$ cat src/rtl/regwin_pkg.sv
package regwin_pkg;

  localparam int OFF_W   = 12;
  localparam int CORE_AW = 9;

  localparam logic [1:0] SZ_WORD = 2'd2;
  localparam logic [1:0] SZ_BAD  = 2'd3;

  typedef enum logic [1:0] {
    TGT_NONE      = 2'd0,
    TGT_CORE_REG  = 2'd1,
    TGT_CORE_FIFO = 2'd2,
    TGT_LOCAL     = 2'd3
  } target_e;

  // Each 32-byte slot of the FIFO sub-window collapses onto one word address.
  function automatic logic [CORE_AW-1:0] fifo_fold(input logic [OFF_W-1:0] off);
    return 9'h020 + {3'b000, off[8:5], 2'b00};
  endfunction

  // Target selection from the window offset, the size code and the local hit.
  function automatic target_e classify(input logic [OFF_W-1:0] off,
                                       input logic [1:0] size,
                                       input logic local_hit);
    target_e t;
    t = TGT_NONE;
    if (size != SZ_BAD) begin
      if (off[11]) begin
        if (size == SZ_WORD && local_hit) t = TGT_LOCAL;
      end else if (off[10:9] == 2'b10) begin
        t = TGT_CORE_REG;
      end else if (off[10:9] == 2'b11) begin
        t = TGT_CORE_FIFO;
      end
    end
    return t;
  endfunction

endpackage

$ cat src/rtl/regwin_sysbank.sv
module regwin_sysbank
  import regwin_pkg::*;
#(
  parameter int                        DATA_W      = 32,
  parameter logic [OFF_W-1:0]          SCRATCH_OFF = 12'h9C4,
  parameter logic [OFF_W-1:0]          TRESET_OFF  = 12'h9D8,
  parameter logic [DATA_W-1:0]         TRESET_INIT = 32'h0000_A596,
  parameter int                        NUM_RO      = 3,
  parameter logic [NUM_RO*OFF_W-1:0]   RO_OFFS     = {12'h9FC, 12'h9F8, 12'h814},
  parameter logic [NUM_RO*DATA_W-1:0]  RO_VALS     = {32'h0000_00C3, 32'h5A5A_0011, 32'h0000_0120}
) (
  input  logic              clk,
  input  logic              rst_n,
  input  logic [OFF_W-1:0]  off,
  input  logic              wr_en,
  input  logic [DATA_W-1:0] wdata,
  output logic              hit,
  output logic [DATA_W-1:0] rdata
);

  logic              scr_hit, trs_hit;
  logic [DATA_W-1:0] scratch_q, treset_q;
  logic [NUM_RO-1:0] ro_hit;
  logic [DATA_W-1:0] ro_term [NUM_RO];
  logic [DATA_W-1:0] ro_data;

  assign scr_hit = (off == SCRATCH_OFF);
  assign trs_hit = (off == TRESET_OFF);

  for (genvar g = 0; g < NUM_RO; g++) begin : g_ro
    assign ro_hit[g]  = (off == RO_OFFS[g*OFF_W +: OFF_W]);
    assign ro_term[g] = ro_hit[g] ? RO_VALS[g*DATA_W +: DATA_W] : '0;
  end

  always_comb begin
    ro_data = '0;
    for (int i = 0; i < NUM_RO; i++) ro_data = ro_data | ro_term[i];
  end

  assign hit = scr_hit | trs_hit | (|ro_hit);

  always_ff @(posedge clk or negedge rst_n) begin
    if (!rst_n) begin
      scratch_q <= '0;
      treset_q  <= TRESET_INIT;
    end else if (wr_en) begin
      if (scr_hit) scratch_q <= wdata;
      if (trs_hit) treset_q  <= wdata;
    end
  end

  always_comb begin
    if (scr_hit)      rdata = scratch_q;
    else if (trs_hit) rdata = treset_q;
    else              rdata = ro_data;
  end

endmodule

$ cat src/rtl/regwin_coreport.sv
module regwin_coreport
  import regwin_pkg::*;
#(
  parameter int DATA_W = 32
) (
  input  logic               hst_valid,
  input  target_e            tgt,
  input  logic [OFF_W-1:0]   off,
  input  logic               hst_write,
  input  logic [1:0]         hst_size,
  input  logic [DATA_W-1:0]  hst_wdata,
  output logic               is_core,
  output logic               core_valid,
  output logic               core_reg_sel,
  output logic               core_fifo_sel,
  output logic               core_write,
  output logic [CORE_AW-1:0] core_addr,
  output logic [1:0]         core_size,
  output logic [DATA_W-1:0]  core_wdata
);

  logic to_reg, to_fifo;

  assign to_reg  = (tgt == TGT_CORE_REG);
  assign to_fifo = (tgt == TGT_CORE_FIFO);
  assign is_core = to_reg | to_fifo;

  assign core_valid    = hst_valid & is_core;
  assign core_reg_sel  = hst_valid & to_reg;
  assign core_fifo_sel = hst_valid & to_fifo;
  assign core_write    = core_valid & hst_write;
  assign core_size     = core_valid ? hst_size  : 2'd0;
  assign core_wdata    = core_valid ? hst_wdata : '0;

  always_comb begin
    if (to_reg)       core_addr = off[CORE_AW-1:0];
    else if (to_fifo) core_addr = fifo_fold(off);
    else              core_addr = '0;
  end

endmodule

$ cat src/rtl/regwin_decoder.sv
module regwin_decoder
  import regwin_pkg::*;
#(
  parameter int ADDR_W = 16,
  parameter int DATA_W = 32
) (
  input  logic               clk,
  input  logic               rst_n,
  input  logic               hst_valid,
  output logic               hst_ready,
  input  logic               hst_write,
  input  logic [ADDR_W-1:0]  hst_addr,
  input  logic [1:0]         hst_size,
  input  logic [DATA_W-1:0]  hst_wdata,
  output logic [DATA_W-1:0]  hst_rdata,
  output logic               core_valid,
  input  logic               core_ready,
  output logic               core_reg_sel,
  output logic               core_fifo_sel,
  output logic               core_write,
  output logic [CORE_AW-1:0] core_addr,
  output logic [1:0]         core_size,
  output logic [DATA_W-1:0]  core_wdata,
  input  logic [DATA_W-1:0]  core_rdata,
  output logic               decode_error
);

  logic [OFF_W-1:0]  off;
  logic              unused_hi_bits;
  logic              local_hit;
  logic [DATA_W-1:0] local_rdata;
  target_e           tgt;
  logic              is_core;
  logic              local_wr_evt;
  logic              bad_wr_evt;
  logic              err_q;

  assign off            = hst_addr[OFF_W-1:0];
  assign unused_hi_bits = ^hst_addr[ADDR_W-1:OFF_W];
  assign tgt            = classify(off, hst_size, local_hit);

  // Named events for the checker.
  assign local_wr_evt = hst_valid & hst_write & (tgt == TGT_LOCAL);
  assign bad_wr_evt   = hst_valid & hst_write & (tgt == TGT_NONE);

  regwin_sysbank #(.DATA_W(DATA_W)) i_sysbank (
    .clk   (clk),
    .rst_n (rst_n),
    .off   (off),
    .wr_en (local_wr_evt),
    .wdata (hst_wdata),
    .hit   (local_hit),
    .rdata (local_rdata)
  );

  regwin_coreport #(.DATA_W(DATA_W)) i_coreport (
    .hst_valid     (hst_valid),
    .tgt           (tgt),
    .off           (off),
    .hst_write     (hst_write),
    .hst_size      (hst_size),
    .hst_wdata     (hst_wdata),
    .is_core       (is_core),
    .core_valid    (core_valid),
    .core_reg_sel  (core_reg_sel),
    .core_fifo_sel (core_fifo_sel),
    .core_write    (core_write),
    .core_addr     (core_addr),
    .core_size     (core_size),
    .core_wdata    (core_wdata)
  );

  assign hst_ready = is_core ? core_ready : 1'b1;

  always_comb begin
    if (is_core)               hst_rdata = core_rdata;
    else if (tgt == TGT_LOCAL) hst_rdata = local_rdata;
    else                       hst_rdata = '0;
  end

  always_ff @(posedge clk or negedge rst_n) begin
    if (!rst_n)          err_q <= 1'b0;
    else if (bad_wr_evt) err_q <= 1'b1;
  end

  assign decode_error = err_q;

endmodule

$ cat config.mk
export PLATFORM = sky130hd
export DESIGN_NAME = regwin_decoder
export DESIGN_NICKNAME = d
export VERILOG_FILES = /design/src/rtl/regwin_pkg.sv /design/src/rtl/regwin_sysbank.sv /design/src/rtl/regwin_coreport.sv /design/src/rtl/regwin_decoder.sv
export SDC_FILE = /design/constraint.sdc
export NUM_CORES = 1
export LEC_CHECK = 0
export ABC_CLOCK_PERIOD_IN_PS = 5650
export BUFFER_PORTS_ARGS = -buffer_cell sky130_fd_sc_hd__buf_2
export CORE_MARGIN = 10
export CORE_UTILIZATION = 29
export CTS_BUF_LIST = sky130_fd_sc_hd__clkbuf_8
export DETAILED_ROUTE_END_ITERATION = 8
export SKIP_CTS_REPAIR_TIMING = 1
export SLEW_MARGIN = 30
export SYNTH_ARGS = -nofsm -noshare
export SYNTH_HDL_FRONTEND = slang
export SYNTH_SLANG_ARGS = --single-unit
$ cat constraint.sdc
create_clock -name clk -period 5.65 [get_ports clk]
set_input_delay 0.565 -clock clk [delete_from_list [all_inputs] [get_ports clk]]
set_output_delay 0.565 -clock clk [all_outputs]
set_load 0.01 [all_outputs]
==> results of run 1 <==
==> routing by layer <==
layer  GRT usage  share of wire
met2       0.227           0.49
met1       0.148           0.42
met3      0.0523          0.082
met5           0              0
met4      0.0345         0.0062
==> cells by family after synthesis <==
group           after synthesis
simple gates                117
compound gates               67
flops                        65
mux                          64
buf+inv                      31
fa+ha+maj                     5
==> worst max path at each step <==
| stage | start | slack [ns] | cells after the start | to |
|---|---|---|---|---|
| floorplan | hst_addr[4] | 2.37 | 10 | hst_rdata[13] |
| global placement | hst_addr[9] | 0.98 | 10 | hst_rdata[13] |
| detailed placement | hst_addr[8] | 1.12 | 11 | hst_rdata[7] |
| CTS | hst_addr[8] | 1.11 | 11 | hst_rdata[7] |
| global route | hst_addr[8] | 1.08 | 11 | hst_rdata[7] |
| finish | hst_addr[8] | 1.38 | 11 | hst_rdata[7] |
==> worst max-delay path: cells and delay by family <==
family          cells  cell delay (ns)
compound gates      4             0.95
buf+inv             2             0.27
fa+ha+maj           1             0.45
simple gates        4             1.46
==> registers in the layout (all words and copies together), names as in the netlist <==
name and cells:
i_sysbank.treset_q 32, i_sysbank.scratch_q 32, decode_error 1
==> layout by cell type (no fill, tap or decap), types with 3 or more instances in the layout <==
cell type,instances
a211oi_1,5
a21oi_1,11
a221o_1,22
and2_1,24
and3_1,36
buf_2,163
bufinv_16,3
clkbuf_8,9
dfrtp_1,57
dfstp_2,8
ha_1,4
inv_1,3
mux2_1,5
mux2_2,59
nand2_1,21
nand2b_1,5
nand3_1,3
nand4_1,5
nor2b_1,3
o21ai_0,24
==> stage by stage <==
stage / setup WS, ns / total power [uW] / util
2_1_floorplan: 2.37 / 529 / -
3_5_place_dp: 1.12 / 605 / 0.372
6_report: 1.38 / 1080 / 0.391
3_3_place_gp: 0.975 / 603 / 0.369
5_1_grt: 1.08 / 1130 / 0.391
4_1_cts: 1.11 / 1100 / 0.391
==> power by group <==
group	switching (uW)	internal, uW
Sequential	0.00702	465
Clock	188	293
Combinational	74.9	55.3
==> layout make-up <==
type,count,share of cell area
inverter,3,0.00225
timing repair buffer,166,0.172
clock buffer,9,0.0248
sequential,65,0.327
multi-input combinational,253,0.407
clock inverter,7,0.0238
tap,172,0.0430
==> flow_metrics.tcl, run 1 <==
set metrics [dict create \
    path_class "in -> out" \
    path_clk_slew_ns 0.08 \
    rows 41 \
    power_density_mw_per_mm2 215 \
    synth_fa_ha_area_frac 0.0164 \
    synthArstFlopShare 1.00 \
    die_h_um 135 \
    synth_edf_count 0 \
    clock-sinks 65 \
    grt_remaining_overflow 0 \
    port_buffers 163 \
    cts_root_buffer "clkbuf_8" \
    slowest_delay_ns 0.65 \
    ys_top_cells_by_area "dfrtp_1 (37%), mux2_2 (17%), and3_1 (5.9%)" \
    grt_max_degree 72 \
    hold_viol 0 \
    grt_pass1_wl_mm 19.5 \
    grt_pass1_vias 3745 \
    r2r_start "i_sysbank.treset_q[28]" \
    synth_top_family_by_area "simple AND/OR/NAND/NOR gates" \
    wl_per_cell_um 17.6 \
    arrival_ns 3.71 \
    worst_pin_slew_ns 0.884 \
    die-area_mm2 0.0181 \
    final_cells 675 \
    synth_most_common_cell "mux2_2" \
    whs_ns 0.393 \
    fin_crit_sh 0.756 \
    dp_cells 659 \
    regArea_mm2 0.00164 \
    ys.flop_type "dfrtp_1" \
    core_mm2 0.0128 \
    startpoint_type "input port" \
    die_w_um 135 \
    clock_latency_ns 0.33 \
    n_fill_cell 1278 \
    syn-num-nets 441 \
    netlist_area_mm2 0.00381 \
    grtUsageTotal 0.132 \
    critPathCaptureType "output port" \
    multi_input_area_mm2 0.00204 \
    drv_cap 0 \
    clock_path_buffers 2 \
    yosysWarnings 0 \
    critPathSlowestCell "nor2b_1" \
    synth_common_cells "mux2_2 (59), dfrtp_1 (57), and3_1 (36)" \
    first_pass_iters 4 \
    crit_chain "buf_2 -> and3_1 -> nand4_1 -> a21oi_1 -> a21oi_1 -> ha_4 -> nor2b_1 -> nand4_1 -> a211oi_1 -> a221o_1 -> buf_2" \
    dp_hpwl_mm 8.70 \
    hp-class "in -> async" \
    post_drt_via_cell_ratio 4.87 \
    slew_viol_final 0 \
    path_max_fanout 71 \
    ys_ff_latch 65 \
    wl_mm 11.9 \
    antennaDiodeCount 0 \
    htree_levels 3 \
    drtIter0Drc 111 \
    syn_area_per_cell_um2 10.9 \
    yosys.area.top_type_share 0.374 \
    synthXorXnorAreaFrac 0 \
    r2r_cells 1 \
    grt_setup_unrepaired "no" \
    area_growth_syn_to_layout_pct 31.1 \
    fin_area_mm2 0.00500 \
    cts_buffers 9 \
    gp_congestion 0.734 \
    p_leak_uw 0.00269 \
    placed_area_mm2 0.00475 \
    start_util 0.299 \
    yosysSeqAreaShare 0.429 \
    antenna_found_initial 0 \
    ir_worst_vdd_mv 0.123 \
    yosysTopAreaCell "dfrtp_1" \
    tns_ns 0 \
    crit_required_ns 5.09 \
    fin_worst_skew_ns 0 \
    syn_inst 349 \
    fin_nets 590 \
    synth_compound_area_frac 0.125 \
    cts_tree "built" \
    drive_gt1_frac 0.517 \
    vias 3285 \
    r2r-end "i_sysbank.treset_q[28]" \
    io_pins 168 \
    setup_viol 0 \
    r2r_setup_slack_ns 4.87 \
    max_freq_mhz 234 \
    status "completed" \
    yosys.area_share.simple 0.197 \
    maxSlewHeadroom 0.409 \
    synth_cell_types 42 \
    ant_nets 0 \
    synthMuxAreaShare 0.189 \
    drc 0 \
    finalCriticalPeriod_ns 4.27 \
]
Note: power is estimated with default switching activity, not from simulation.
==> run 2, diff against run 1 <==
- ABC_AREA: not set -> 1
- ABC_CLOCK_PERIOD_IN_PS: 5650 -> 4050
- clock period: 5.65 -> 4.05 ns (I/O delays scaled with it)
==> flow_metrics.tcl, run 2 <==
set metrics [dict create \
    core_mm2 0.0133 \
    crit_chain "buf_2 -> inv_1 -> nand2_1 -> nor2_4 -> nand3_4 -> nand2_2 -> nor2_1 -> nand2_1 -> nand2_1 -> nand2_1 -> nand2_1 -> ha_1 -> nor2_2 -> buf_4 -> o21ai_0 -> o21ai_0 -> buf_2" \
    syn-num-nets 629 \
    finalWorstSetupSlack_ns 0.474 \
    max_freq_mhz 280 \
    n_fill_cell 1448 \
    first_pass_iters 4 \
    r2r-end "i_sysbank.treset_q[10]" \
    grt_remaining_overflow 0 \
    yosysWarnings 0 \
    cts_root_buffer "clkbuf_8" \
    grt_pass1_wl_mm 19.9 \
    grt_max_degree 65 \
    clock_latency_ns 0.34 \
    arrival_ns 3.17 \
    power_density_mw_per_mm2 290 \
    ys_ff_latch 65 \
    seqPwrFrac 0.441 \
    synthArstFlopShare 1.00 \
    synth_cell_types 29 \
    wl_per_cell_um 14.3 \
    p_leak_uw 0.00275 \
    slew_viol_final 0 \
    yosys.area.top_type_share 0.362 \
    ir_worst_vdd_mv 0.146 \
    drv_cap 0 \
    fin_crit_sh 0.883 \
    dp_slack_ns 0.449 \
    fin_worst_skew_ns 0 \
    ys.flop_type "dfrtp_1" \
    grtUsageTotal 0.133 \
    vias 3882 \
    die-area_mm2 0.0187 \
    slowest_delay_ns 0.37 \
    synth_edf_count 0 \
    cp_num_buf_inv 4 \
    maxSlewHeadroom 0.379 \
    drive_gt1_frac 0.335 \
    clock_path_buffers 2 \
    worst_pin_slew_ns 0.929 \
    wl_mm 12.4 \
    cts_tree "built" \
    combinationalPowerShare 0.176 \
    power.internal_uw 1050 \
    hold_viol 0 \
    synth_common_cells "nand2_1 (137), o21ai_0 (76), inv_1 (63)" \
    setup_viol 0 \
    cts_buffers 9 \
    tns_ns 0 \
    htree_levels 3 \
    syn_area_per_cell_um2 7.34 \
    startpoint_type "input port" \
    final_core_util 0.381 \
    post_drt_via_cell_ratio 4.46 \
    netlist_area_mm2 0.00394 \
    drc 0 \
    dp_hpwl_mm 9.19 \
    r2r_setup_slack_ns 3.30 \
    clock-sinks 65 \
    cpMostUsedCell "nand2_1" \
    critPathSlowestCell "nand2_2" \
    area_growth_syn_to_layout_pct 28.5 \
    r2r_start "i_sysbank.treset_q[10]" \
    r2r_cells 2 \
    fin_nets 782 \
    antennaDiodeCount 0 \
    clkPwrFrac 0.382 \
    grt_setup_unrepaired "no" \
    drtIter0Drc 193 \
    layout_commonest_cell "buf_2" \
    start_util 0.297 \
    die_w_um 137 \
    yosysTopAreaCell "dfrtp_1" \
    grt_pass1_vias 3909 \
    port_buffers 163 \
    hp-class "in -> async" \
    finalCriticalPeriod_ns 3.58 \
    synth_most_common_cell "nand2_1" \
    io_pins 168 \
    path_max_fanout 18 \
    die_h_um 137 \
    crit_required_ns 3.64 \
    path_class "in -> out" \
    rows 42 \
    status "completed" \
    antenna_found_initial 0 \
    yosysSeqAreaShare 0.415 \
    final_cell_mix "buf_2 (163), nand2_1 (137), o21ai_0 (76), inv_1 (63), dfrtp_1 (57)" \
    gp_congestion 0.783 \
    critPathTopFamily "simple AND/OR/NAND/NOR gates" \
    path_clk_slew_ns 0.08 \
    sw_frac_of_total 0.287 \
    critPathCaptureType "output port" \
    ant_nets 0 \
    switching_power_uw 422 \
    ys_top_cells_by_area "dfrtp_1 (36%), nand2_1 (13%), o21ai_0 (9.6%)" \
    syn_inst 537 \
    whs_ns 0.0932 \
]
-- run 2: layout make-up --
cell class / count / area [um2] / area share
Timing Repair Buffer: 171 / 876 / 0.173
Multi-Input combinational cell: 376 / 1870 / 0.370
Inverter: 67 / 258 / 0.0509
Clock buffer: 10 / 138 / 0.0272
Clock inverter: 6 / 67.6 / 0.0133
Sequential cell: 65 / 1640 / 0.323
Tap cell: 176 / 220 / 0.0434
-- run 2: stage by stage --
step | cell area, um2 | power (uW) | std cells
6_report | 5070 | 1470 | 871
3_5_place_dp | 4860 | 928 | 855
2_1_floorplan | 3940 | 786 | 537
3_3_place_gp | 4860 | 927 | 855
4_1_cts | 5070 | 1500 | 871
5_1_grt | 5070 | 1560 | 871
-- run 2: worst reg2reg max path, stage by stage (launching register included) --
cell and delay, ns:
dfstp_2 0.54, nand2_1 0.05, o21ai_1 0.09
-- run 2: logic make-up (layout without fill, tap and decap cells) --
| family | after synthesis | count (layout) | synth area share |
|---|---|---|---|
| AND/OR/NAND/NOR | 204 | 204 | 0.225 |
| AO/OA/AOI/OAI | 167 | 167 | 0.234 |
| buffers and inverters | 96 | 254 | 0.111 |
| flip-flops | 65 | 65 | 0.415 |
| adder cells (fa/ha/maj) | 5 | 5 | 0.0159 |
-- run 2: how the worst max path moves through the flow --
stage	slack, ns	startpoint	depth (start not counted)	endpoint
2_1_floorplan	1.01	hst_addr[9]	16	hst_rdata[10]
3_3_place_gp	0.47	hst_addr[9]	19	hst_rdata[0]
3_5_place_dp	0.45	hst_addr[9]	17	hst_rdata[2]
4_1_cts	0.43	hst_addr[9]	17	hst_rdata[2]
5_1_grt	0.18	hst_addr[9]	17	hst_rdata[2]
6_report	0.47	hst_addr[9]	17	hst_rdata[2]
-- run 2: routing by layer --
layer,vias up,track usage,wire length [um]
li1,2024,-,-
met1,1725,0.162,5450
met2,122,0.218,5810
met3,11,0.0425,1040
met4,0,0.0396,123
met5,-,0,0
-- run 2: power by group through the flow --
stage	Combinational (uW)	Sequential, uW	Clock [uW]
final	259	649	563
after global routing	294	649	619
after CTS	267	649	586
after detailed placement	266	662	0
after global placement	265	662	0
after floorplan	124	662	0
